[src/rtl/tc_pkg.sv]
package tc_pkg;
    localparam int BYTE_W = 8;
    localparam int PRE_W  = 5;

    localparam logic [2:0] A_LO0 = 3'd0;
    localparam logic [2:0] A_HI0 = 3'd1;
    localparam logic [2:0] A_LO1 = 3'd2;
    localparam logic [2:0] A_HI1 = 3'd3;
    localparam logic [2:0] A_CFG = 3'd4;
    localparam logic [2:0] A_CTL = 3'd5;

    typedef enum logic [1:0] {
        MD_PRE13   = 2'b00,
        MD_FULL16  = 2'b01,
        MD_RELOAD8 = 2'b10,
        MD_SPLIT   = 2'b11
    } tc_mode_e;

    typedef struct packed {
        logic     gate;
        logic     ext;
        tc_mode_e mode;
    } tc_cfg_t;

    typedef struct packed {
        logic [BYTE_W-1:0] hi;
        logic [BYTE_W-1:0] lo;
        logic              carry;
    } tc_step_t;

    // One increment of a unit in a non-split mode.
    function automatic tc_step_t tc_advance(tc_mode_e m,
                                            logic [BYTE_W-1:0] hi,
                                            logic [BYTE_W-1:0] lo);
        tc_step_t r;
        logic [PRE_W+BYTE_W:0] s13;
        logic [2*BYTE_W:0]     s16;
        r.hi    = hi;
        r.lo    = lo;
        r.carry = 1'b0;
        s13     = '0;
        s16     = '0;
        unique case (m)
            MD_PRE13: begin
                s13 = {1'b0, hi, lo[PRE_W-1:0]} + {{(PRE_W+BYTE_W){1'b0}}, 1'b1};
                r.carry          = s13[PRE_W+BYTE_W];
                r.hi             = s13[PRE_W+BYTE_W-1:PRE_W];
                r.lo[PRE_W-1:0]  = s13[PRE_W-1:0];
            end
            MD_FULL16: begin
                s16 = {1'b0, hi, lo} + {{(2*BYTE_W){1'b0}}, 1'b1};
                r.carry = s16[2*BYTE_W];
                r.hi    = s16[2*BYTE_W-1:BYTE_W];
                r.lo    = s16[BYTE_W-1:0];
            end
            MD_RELOAD8: begin
                if (lo == '1) begin
                    r.lo    = hi;
                    r.carry = 1'b1;
                end else begin
                    r.lo = lo + {{(BYTE_W-1){1'b0}}, 1'b1};
                end
            end
            default: begin
                r.carry = 1'b0;
            end
        endcase
        return r;
    endfunction
endpackage

[src/rtl/tc_tick.sv]
module tc_tick #(
    parameter int TICK_DIV = 12
) (
    input  logic clk,
    input  logic rst,
    output logic tick
);
    localparam int CW = (TICK_DIV > 2) ? $clog2(TICK_DIV) : 1;
    localparam logic [CW-1:0] LAST = CW'(TICK_DIV - 1);

    typedef enum logic {TICK_WAIT, TICK_FIRE} tick_st_e;

    logic [CW-1:0] cnt_q;
    tick_st_e      st;

    always_ff @(posedge clk) begin
        if (rst) begin
            cnt_q <= '0;
        end else if (st == TICK_FIRE) begin
            cnt_q <= '0;
        end else begin
            cnt_q <= cnt_q + {{(CW-1){1'b0}}, 1'b1};
        end
    end

    always_comb begin
        st = (cnt_q == LAST) ? TICK_FIRE : TICK_WAIT;
    end

    always_comb begin
        unique case (st)
            TICK_FIRE: tick = 1'b1;
            default:   tick = 1'b0;
        endcase
    end
endmodule

[src/rtl/tc_sync.sv]
module tc_sync #(
    parameter int STAGES = 2
) (
    input  logic clk,
    input  logic rst,
    input  logic din,
    output logic dout
);
    logic [STAGES-1:0] sh_q;

    always_ff @(posedge clk) begin
        if (rst) begin
            sh_q <= '0;
        end else begin
            sh_q <= {sh_q[STAGES-2:0], din};
        end
    end

    assign dout = sh_q[STAGES-1];
endmodule

[src/rtl/tc_edge.sv]
module tc_edge #(
    parameter int STAGES = 2
) (
    input  logic clk,
    input  logic rst,
    input  logic pin,
    output logic fall
);
    typedef enum logic {LV_LOW, LV_HIGH} lvl_e;

    logic lvl;
    lvl_e st_q, st_d;

    tc_sync #(.STAGES(STAGES)) u_sync (
        .clk  (clk),
        .rst  (rst),
        .din  (pin),
        .dout (lvl)
    );

    always_comb begin
        st_d = lvl ? LV_HIGH : LV_LOW;
    end

    always_ff @(posedge clk) begin
        if (rst) begin
            st_q <= LV_LOW;
        end else begin
            st_q <= st_d;
        end
    end

    always_comb begin
        unique case (st_q)
            LV_HIGH: fall = (st_d == LV_LOW);
            default: fall = 1'b0;
        endcase
    end
endmodule

[src/rtl/tc_pair.sv]
module tc_pair
    import tc_pkg::*;
#(
    parameter int TICK_DIV    = 12,
    parameter int SYNC_STAGES = 2
) (
    input  logic       clk,
    input  logic       rst,
    input  logic       wr_en,
    input  logic [2:0] addr,
    input  logic [7:0] wdata,
    output logic [7:0] rdata,
    input  logic [1:0] cnt_pin,
    input  logic [1:0] gate_pin,
    input  logic [1:0] ack,
    output logic [1:0] ovf
);
    localparam int UNITS = 2;
    localparam int W32   = 4 * BYTE_W;

    logic [BYTE_W-1:0] lo0, hi0, lo1, hi1;
    logic [BYTE_W-1:0] n_lo0, n_hi0, n_lo1, n_hi1;
    logic [7:0]        cfg_q;
    logic [1:0]        run;
    logic              casc;
    logic [1:0]        n_ovf, n_run, set_evt;
    logic              n_casc;
    logic [7:0]        n_cfg;

    logic              tick;
    logic [UNITS-1:0]  fall, gate_lvl, en;
    tc_cfg_t           cfg [UNITS];

    tc_tick #(.TICK_DIV(TICK_DIV)) u_tick (
        .clk  (clk),
        .rst  (rst),
        .tick (tick)
    );

    for (genvar k = 0; k < UNITS; k++) begin : g_unit
        tc_edge #(.STAGES(SYNC_STAGES)) u_cnt_edge (
            .clk  (clk),
            .rst  (rst),
            .pin  (cnt_pin[k]),
            .fall (fall[k])
        );
        tc_sync #(.STAGES(SYNC_STAGES)) u_gate_sync (
            .clk  (clk),
            .rst  (rst),
            .din  (gate_pin[k]),
            .dout (gate_lvl[k])
        );
        assign cfg[k] = tc_cfg_t'(cfg_q[4*k +: 4]);
        assign en[k]  = run[k] & (~cfg[k].gate | gate_lvl[k]) &
                        (cfg[k].ext ? fall[k] : tick);
    end

    always_comb begin
        tc_step_t          s0, s1;
        logic [W32:0]      s32;
        logic [BYTE_W:0]   s8;
        n_lo0   = lo0;
        n_hi0   = hi0;
        n_lo1   = lo1;
        n_hi1   = hi1;
        set_evt = 2'b00;
        s0      = tc_advance(cfg[0].mode, hi0, lo0);
        s1      = tc_advance(cfg[1].mode, hi1, lo1);
        s32     = {1'b0, hi1, lo1, hi0, lo0} + {{W32{1'b0}}, 1'b1};
        s8      = '0;
        if (casc) begin
            if (en[0]) begin
                {n_hi1, n_lo1, n_hi0, n_lo0} = s32[W32-1:0];
                set_evt[1] = s32[W32];
            end
        end else begin
            unique case (cfg[0].mode)
                MD_SPLIT: begin
                    if (en[0]) begin
                        s8         = {1'b0, lo0} + {{BYTE_W{1'b0}}, 1'b1};
                        n_lo0      = s8[BYTE_W-1:0];
                        set_evt[0] = s8[BYTE_W];
                    end
                    if (run[1] && tick) begin
                        s8         = {1'b0, hi0} + {{BYTE_W{1'b0}}, 1'b1};
                        n_hi0      = s8[BYTE_W-1:0];
                        set_evt[1] = s8[BYTE_W];
                    end
                end
                default: begin
                    if (en[0]) begin
                        n_hi0      = s0.hi;
                        n_lo0      = s0.lo;
                        set_evt[0] = s0.carry;
                    end
                end
            endcase
            unique case (cfg[1].mode)
                MD_SPLIT: begin
                    n_hi1 = hi1;
                    n_lo1 = lo1;
                end
                default: begin
                    if (en[1]) begin
                        n_hi1 = s1.hi;
                        n_lo1 = s1.lo;
                        if (s1.carry) set_evt[1] = 1'b1;
                    end
                end
            endcase
        end

        for (int k = 0; k < UNITS; k++) begin
            n_ovf[k] = set_evt[k] ? 1'b1 : (ack[k] ? 1'b0 : ovf[k]);
        end
        n_run  = run;
        n_casc = casc;
        n_cfg  = cfg_q;

        if (wr_en) begin
            unique case (addr)
                A_LO0: n_lo0 = wdata;
                A_HI0: n_hi0 = wdata;
                A_LO1: n_lo1 = wdata;
                A_HI1: n_hi1 = wdata;
                A_CFG: n_cfg = wdata;
                A_CTL: begin
                    n_run  = wdata[1:0];
                    n_ovf  = wdata[3:2];
                    n_casc = wdata[4];
                end
                default: ;
            endcase
        end
    end

    always_ff @(posedge clk) begin
        if (rst) begin
            lo0   <= '0;
            hi0   <= '0;
            lo1   <= '0;
            hi1   <= '0;
            cfg_q <= '0;
            run   <= '0;
            casc  <= 1'b0;
            ovf   <= '0;
        end else begin
            lo0   <= n_lo0;
            hi0   <= n_hi0;
            lo1   <= n_lo1;
            hi1   <= n_hi1;
            cfg_q <= n_cfg;
            run   <= n_run;
            casc  <= n_casc;
            ovf   <= n_ovf;
        end
    end

    always_comb begin
        unique case (addr)
            A_LO0:   rdata = lo0;
            A_HI0:   rdata = hi0;
            A_LO1:   rdata = lo1;
            A_HI1:   rdata = hi1;
            A_CFG:   rdata = cfg_q;
            A_CTL:   rdata = {3'b000, casc, ovf, run};
            default: rdata = 8'h00;
        endcase
    end
endmodule

[config.mk]
export PLATFORM = sky130hd
export DESIGN_NAME = tc_pair
export DESIGN_NICKNAME = d
export VERILOG_FILES = /design/src/rtl/tc_pkg.sv /design/src/rtl/tc_tick.sv /design/src/rtl/tc_sync.sv /design/src/rtl/tc_edge.sv /design/src/rtl/tc_pair.sv
export SDC_FILE = /design/constraint.sdc
export NUM_CORES = 1
export LEC_CHECK = 0
export CORE_ASPECT_RATIO = 0.8
export CORE_MARGIN = 1
export CORE_UTILIZATION = 25
export DETAILED_ROUTE_END_ITERATION = 12
export HOLD_SLACK_MARGIN = 0.12
export PLACE_DENSITY = 0.46
export SLEW_MARGIN = 10
export SYNTH_ARGS = -nofsm -noshare
export SYNTH_HDL_FRONTEND = slang
export SYNTH_SLANG_ARGS = --single-unit
[constraint.sdc]
create_clock -name clk -period 3.4 [get_ports clk]
set_clock_uncertainty 0.05 [all_clocks]
set_input_delay 0.51 -clock clk [delete_from_list [all_inputs] [get_ports clk]]
set_output_delay 0.51 -clock clk [all_outputs]
set_load 0.03 [all_outputs]
==> reports/qor.yml, run 1 <==
status: "complete, no violations"
crit_arrival_ps: 2490
grt-ovfl-total: 0
fin_nets: 781
finalInstanceArea_mm2: 0.00627
grt_pass1_wl_mm: 33.7
dpl_cell_area_mm2: 0.00598
async_reset_ff_share_pct: 0
ys_seq_area_share_pct: 21.7
worst-path-max-fanout: 2
cp_data_required_time_ps: 2840
cts_tree: "done"
clkTransAtPathRegs_ps: 60
path_cells: "clkdlybuf4s50_1 > mux4_2 > inv_1 > o22ai_1 > clkdlybuf4s50_1"
slew_headroom_pct: 31.7
setup_viol: 0
syn_nets: 778
fin_crit_sh_pct: 89.7
fin_crit_ps: 3050
ys_warn_count: 0
clk-insertion-delay-late_ps: 350
crit_type: "input port to primary output"
ys_ff_latch: 59
drc: 0
cts_buffers: 9
design.core.area_mm2: 0.0210
drv_cap: 0
h-tree-depth: 3
crit_slowest_cell: "clkdlybuf4s50_1"
drive_gt1_share_pct: 12.9
ys.flop_type: "dfxtp_1"
design.portCount: 30
synth_edf_count: 0
routed_wl_mm: 22.3
wl_per_cell_um: 21.8
n_antenna_cell: 0
start_kind: "input port"
synth.distinct_cells: 84
worst_hold_path_type: "register to register"
crit_buf_inv: 3
final_core_util_pct: 29.9
grt_max_degree: 37
initial_core_util_pct: 25.9
irDropWorstVdd_mv: 0.209
cts_setup_buffers: 0
vias: 5861
worst_slack_ps: 351
crit_top_cell: "clkdlybuf4s50_1"
critPathTopFamily: "buffers and inverters"
track_usage_pct: 20.1
crit_path_end_kind: "primary output"
final_hold_viol_count: 0
p_leak_nw: 2.09
netlist_area_mm2: 0.00544
cts_hold_buf: 0
total_power_w: 0.00206
avgViaCountPerCell: 5.73
fin_setup_tns_ps: 0
max_freq_ghz: 0.328
io_buffers: 29
clockBufferDepth: 2
syn2layout_area_growth_pct: 15.3
power_density_mw_per_mm2: 328
slew_violations: 0
place.detailed.hpwl_mm: 16.1
place.gp.congestion: 0.868
drtPass1Iterations: 5
max_stage_delay_ps: 640
avgSynthCellArea_um2: 7.29
grt_setup_unrepaired: "no"
first_iter_violations: 642
fp-row-count: 47
cts-resized-gates: 0
worst_pin_slew_ps: 1020
die_h_um: 134
die_w_um: 167
cts.sinks: 59
antenna_found_initial: 0
root_buffer: "clkbuf_16"
n_fill_cell: 2287
preCtsSetupSlack_ps: 345
die_area_mm2: 0.0223
synthCells: 746
ant_nets: 0
grt_pass1_vias: 5333
==> layout by cell type, fill, tap and decap left out, types with 4 or more instances in the layout <==
master           synthesis  final
and3_1                   8      8
xnor2_1                 11     11
nor2b_1                 19     19
ha_1                    12     12
nor2_1                  67     67
a22oi_1                  9      9
nand2b_1                 7      7
o211ai_1                17     17
o21bai_1                 4      4
buf_4                    8     41
a21oi_1                 47     47
o31ai_1                  7      7
nor3b_1                  4      4
and2_1                   6      6
a31oi_1                 11     11
a211oi_1                 8      8
xor2_1                  13     13
mux2_2                   6      6
o21a_1                   6      6
inv_1                   19     19
or3_1                    5      5
nand2_1                 85     85
nand4_1                 16     16
dfxtp_1                 59     59
clkdlybuf4s50_1          0     21
a21o_1                   4      4
a221oi_1                 8      8
nor4_1                   6      6
nor3_1                  19     19
mux2i_1                 10     10
and4_1                   6      6
a311oi_1                 7      7
nand3_1                 34     34
o22ai_1                 10     10
clkbuf_16                0      9
a221o_1                  4      4
o21ai_0                 44     44
==> worst paths after layout <==
check	startpoint	to	slack (ps)	depth (start not counted)
min	g_unit[0].u_cnt_edge.u_sync.sh_q[0]$_SDFF_PP0_	g_unit[0].u_cnt_edge.u_sync.sh_q[1]$_SDFF_PP0_	390	1
min reg2reg	g_unit[0].u_cnt_edge.u_sync.sh_q[0]$_SDFF_PP0_	g_unit[0].u_cnt_edge.u_sync.sh_q[1]$_SDFF_PP0_	390	1
max reg2reg	u_tick.cnt_q[0]$_SDFF_PP0_	lo1[7]$_SDFF_PP0_	570	7
max	addr[0]	rdata[3]	350	5
==> sequential cells by signal, summed over array words and instances, names as in the netlist <==
register and cells:
run 2, u_tick.cnt_q 4, g_unit.u_cnt_edge.u_sync.sh_q 4, g_unit.u_cnt_edge.st_q 2
ovf 2, lo1 8, hi0 8, lo0 8
hi1 8, cfg_q 8, g_unit.u_gate_sync.sh_q 4, casc 1
==> layout make-up <==
class | instances | area, um2 | share of cell area (%)
inverter | 19 | 71.3 | 1.14
clock inverter | 6 | 48.8 | 0.779
timing repair buffer | 65 | 563 | 8.98
sequential | 59 | 1180 | 18.8
tap | 269 | 337 | 5.37
multi-input combinational | 595 | 3830 | 61.1
clock buffer | 10 | 239 | 3.81
==> through the flow <==
step                      instances  hold WS, ps
after floorplan                 746          364
after global placement         1007          371
after detailed placement       1007          373
after CTS                      1023          387
after global routing           1023          403
final                          1023          387
==> worst register-to-register path: stages (launching register included) <==
cell,delay [ps]
dfxtp_1,360
ha_1,280
and4bb_1,310
o221ai_2,420
buf_4,330
or4_1,550
a311o_1,390
a21oi_2,90
==> synth_stat cells (all sizes together), types with 4 or more instances <==
library cell	n	area, um2
nand3	37	200
o21a	6	45.0
o31ai	7	52.6
and4	8	72.6
o21bai	4	30.0
a211oi	10	85.1
and3	8	50.1
nand4	21	189
a21o	4	30.0
xnor2	11	96.3
o221ai	4	41.3
o22ai	10	62.6
mux2	6	67.6
nand2	85	319
and2	7	43.8
a221oi	8	70.1
nor3b	4	30.0
buf	35	214
o21ai	45	225
nor2	69	264
mux2i	10	100
or2	6	37.5
a2111oi	5	56.3
a21oi	48	244
o211ai	18	140
a31oi	11	68.8
a22oi	9	67.6
a311oi	7	61.3
nor3	21	115
xor2	13	114
inv	19	71.3
clkbuf	38	144
nand2b	7	43.8
or3	5	31.3
nor4	8	80.1
nor2b	19	119
ha	12	150
a221o	4	40.0
dfxtp	59	1180
==> where the power goes <==
part           total, W  leakage (nW)  internal [W]  switching [W]
Clock          0.000916         0.132      0.000519       0.000397
Combinational  0.000339          1.48      0.000145       0.000193
Sequential     0.000802         0.482      0.000726      0.0000760
==> metal layers <==
layer	track usage (%)	vias up	part of all wire, %	routed length, um
met5	0	-	0	0
li1	-	2776	-	-
met3	4.75	25	8.5	1900
met1	30.6	2811	51	11300
met4	6.43	0	2.1	463
met2	26.9	249	39	8670
==> logic make-up (layout without fill, tap and decap cells) <==
| logic type | count (synthesis) | count (layout) | synth area share (%) |
|---|---|---|---|
| xor gates and xnor gates | 24 | 24 | 3.87 |
| AOI/OAI and AO/OA | 225 | 225 | 28.7 |
| and+or+nand+nor | 316 | 316 | 31.2 |
| buffers and inverters | 92 | 100 | 7.89 |
| muxes | 18 | 18 | 3.91 |
| DFF | 59 | 59 | 21.7 |
| adders and majority gates | 12 | 12 | 2.76 |
No activity file was read; power rests on OpenSTA's default activity.
==> run 2: changes to the inputs <==
==> constraint.sdc (replaced) <==
create_clock -name clk -period 3.4 [get_ports clk]
set_clock_uncertainty 0.05 [all_clocks]
set_input_delay 0.51 -clock clk [delete_from_list [all_inputs] [get_ports clk]]
set_output_delay 0.51 -clock clk [all_outputs]
set_load 0.05 [all_outputs]
==> run 2 against run 1 <==
  * Routed wire length is 1.6% lower
  * Critical endpoint is now rdata[6]
  * Total power is 5.9% higher
  * Maximum frequency is 0.36% lower
  * Critical path depth stayed put
  * Flip-flop and latch count stayed put
  * Clock power is 12% higher
  * Utilization is 0.38 points higher
  * Highest routed layer unchanged
  * Design area is 1.3% higher
  * Worst hold slack worse by 2.0 ps
  * Largest cell class unchanged
  * Sequential power hardly changed
  * Sequential share of layout area is 0.23 points lower
==> reports/qor.yml, run 2 (same netlist as run 1, synthesis figures left out) <==
cp_data_required_time_ps: 2840  # about the same
grt_setup_unrepaired: "no"  # unchanged
io_buffers: 29  # unchanged
rr_worst_depth: 7  # unchanged
grt_pass1_vias: 5411  # was 5333
slew_headroom_pct: 31.3  # was 31.7%
fin_cells: 1021  # was 1023
final_hold_viol_count: 0  # unchanged
worst_pin_slew_ps: 1030  # was 1020 ps
clkTransAtPathRegs_ps: 50  # was 60 ps
slew_violations: 0  # unchanged
p_leak_nw: 2.13  # was 2.09 nW
fin_crit_ps: 3060  # was 3050 ps
syn2layout_area_growth_pct: 16.7  # was 15.3%
cts_hold_buf: 0  # unchanged
final_cell_mix: "85 x nand2_1, 67 x nor2_1, 59 x dfxtp_1"  # unchanged
worst-path-max-fanout: 13  # was 2
grt-ovfl-total: 0  # unchanged
initial_core_util_pct: 25.9  # unchanged
cts_setup_buffers: 0  # unchanged
first_iter_violations: 715  # was 642
n_fill_cell: 2277  # was 2287
max_freq_ghz: 0.327  # was 0.328 GHz
irDropWorstVdd_mv: 0.234  # was 0.209 mV
wl_met1_mm: 10.6  # was 11.3 mm
crit_path_end_kind: "primary output"  # unchanged
total_power_w: 0.00218  # was 0.00206 W
design.core.area_mm2: 0.0210  # unchanged
crit_arrival_ps: 2500  # was 2490 ps
vias: 5863  # was 5861
final_core_util_pct: 30.2  # was 29.9%
design.portCount: 30  # unchanged
avgViaCountPerCell: 5.74  # was 5.73
worst_hold_path_type: "register to register"  # unchanged
top_layer: "met4"  # unchanged
drv_cap: 0  # unchanged
root_buffer: "clkbuf_16"  # unchanged
wl_met2_mm: 8.47  # was 8.67 mm
place.gp.congestion: 0.879  # was 0.868
h-tree-depth: 3  # unchanged
cts-resized-gates: 0  # unchanged
setup_viol: 0  # unchanged
drtPass1Iterations: 6  # was 5
start_kind: "input port"  # unchanged
route.met3.wl_mm: 2.36  # was 1.90 mm
antenna_found_initial: 0  # unchanged
wl_per_cell_um: 21.5  # was 21.8 um
regToRegSetupSlack_ps: 590  # was 570 ps
die_area_mm2: 0.0223  # unchanged
mostFrequentLayoutCell: "nand2_1"  # unchanged
status: "complete, no violations"  # unchanged
fin_crit_sh_pct: 90.0  # was 89.7%
cts_buffers: 9  # unchanged
fin_setup_tns_ps: 0  # unchanged
place.detailed.hpwl_mm: 15.9  # was 16.1 mm
routed_wl_mm: 22.0  # was 22.3 mm
die_w_um: 167  # unchanged
fin_nets: 780  # was 781
track_usage_pct: 20.0  # was 20.1%
drc: 0  # unchanged
cts_tree: "done"  # unchanged
cts.sinks: 59  # unchanged
drive_gt1_share_pct: 12.8  # was 12.9%
power_density_mw_per_mm2: 343  # was 328 mW/mm2
clockBufferDepth: 2  # unchanged
die_h_um: 134  # unchanged
hold_depth: 1  # unchanged
place_inst: 1006  # was 1007
grt_max_degree: 36  # was 37
grt_pass1_wl_mm: 33.7  # about the same
ant_nets: 0  # unchanged
clk-insertion-delay-late_ps: 340  # was 350 ps
crit_type: "input port to primary output"  # unchanged
fp-row-count: 47  # unchanged
n_antenna_cell: 0  # unchanged
[run 2: layout make-up]
type | instances | area (um2) | share of cell area, %
Clock buffer | 11 | 253 | 3.98
Clock inverter | 4 | 73.8 | 1.16
Inverter | 19 | 71.3 | 1.12
Multi-Input combinational cell | 595 | 3830 | 60.3
Sequential cell | 59 | 1180 | 18.6
Tap cell | 269 | 337 | 5.30
Timing Repair Buffer | 64 | 603 | 9.50
[run 2: layer usage]
| layer | vias to the layer above | global-route usage [%] |
|---|---|---|
| met2 | 312 | 27.3 |
| met3 | 45 | 4.34 |
| met5 | - | 0 |
| met1 | 2750 | 30.2 |
| li1 | 2756 | - |
| met4 | 0 | 6.22 |
[run 2: worst max-delay path: stages]
cell and delay (ps):
clkdlybuf4s50_1 820, buf_4 280, mux2i_1 90, o32ai_1 570
buf_12 220
[run 2: per-stage QoR]
step	instance area (um2)	setup slack [ps]	hold slack [ps]
finish	6350	340	385
global placement	6020	367	371
CTS	6350	374	389
floorplan	5440	409	364
detailed placement	6020	379	376
global route	6350	192	411
[run 2: path summary, 6_finish.rpt]
| kind | from | end |
|---|---|---|
| worst max-delay path | addr[2] | rdata[6] |
| worst min-delay path | g_unit[0].u_gate_sync.sh_q[0]$_SDFF_PP0_ | g_unit[0].u_gate_sync.sh_q[1]$_SDFF_PP0_ |
| worst max register to register | u_tick.cnt_q[0]$_SDFF_PP0_ | lo1[7]$_SDFF_PP0_ |
| worst min register to register | g_unit[0].u_gate_sync.sh_q[0]$_SDFF_PP0_ | g_unit[0].u_gate_sync.sh_q[1]$_SDFF_PP0_ |
[run 2: report_power, final]
group	switching (W)	internal, W
clock network	0.000351	0.000677
logic	0.000201	0.000147
registers	0.0000758	0.000726
total	0.000627	0.00155
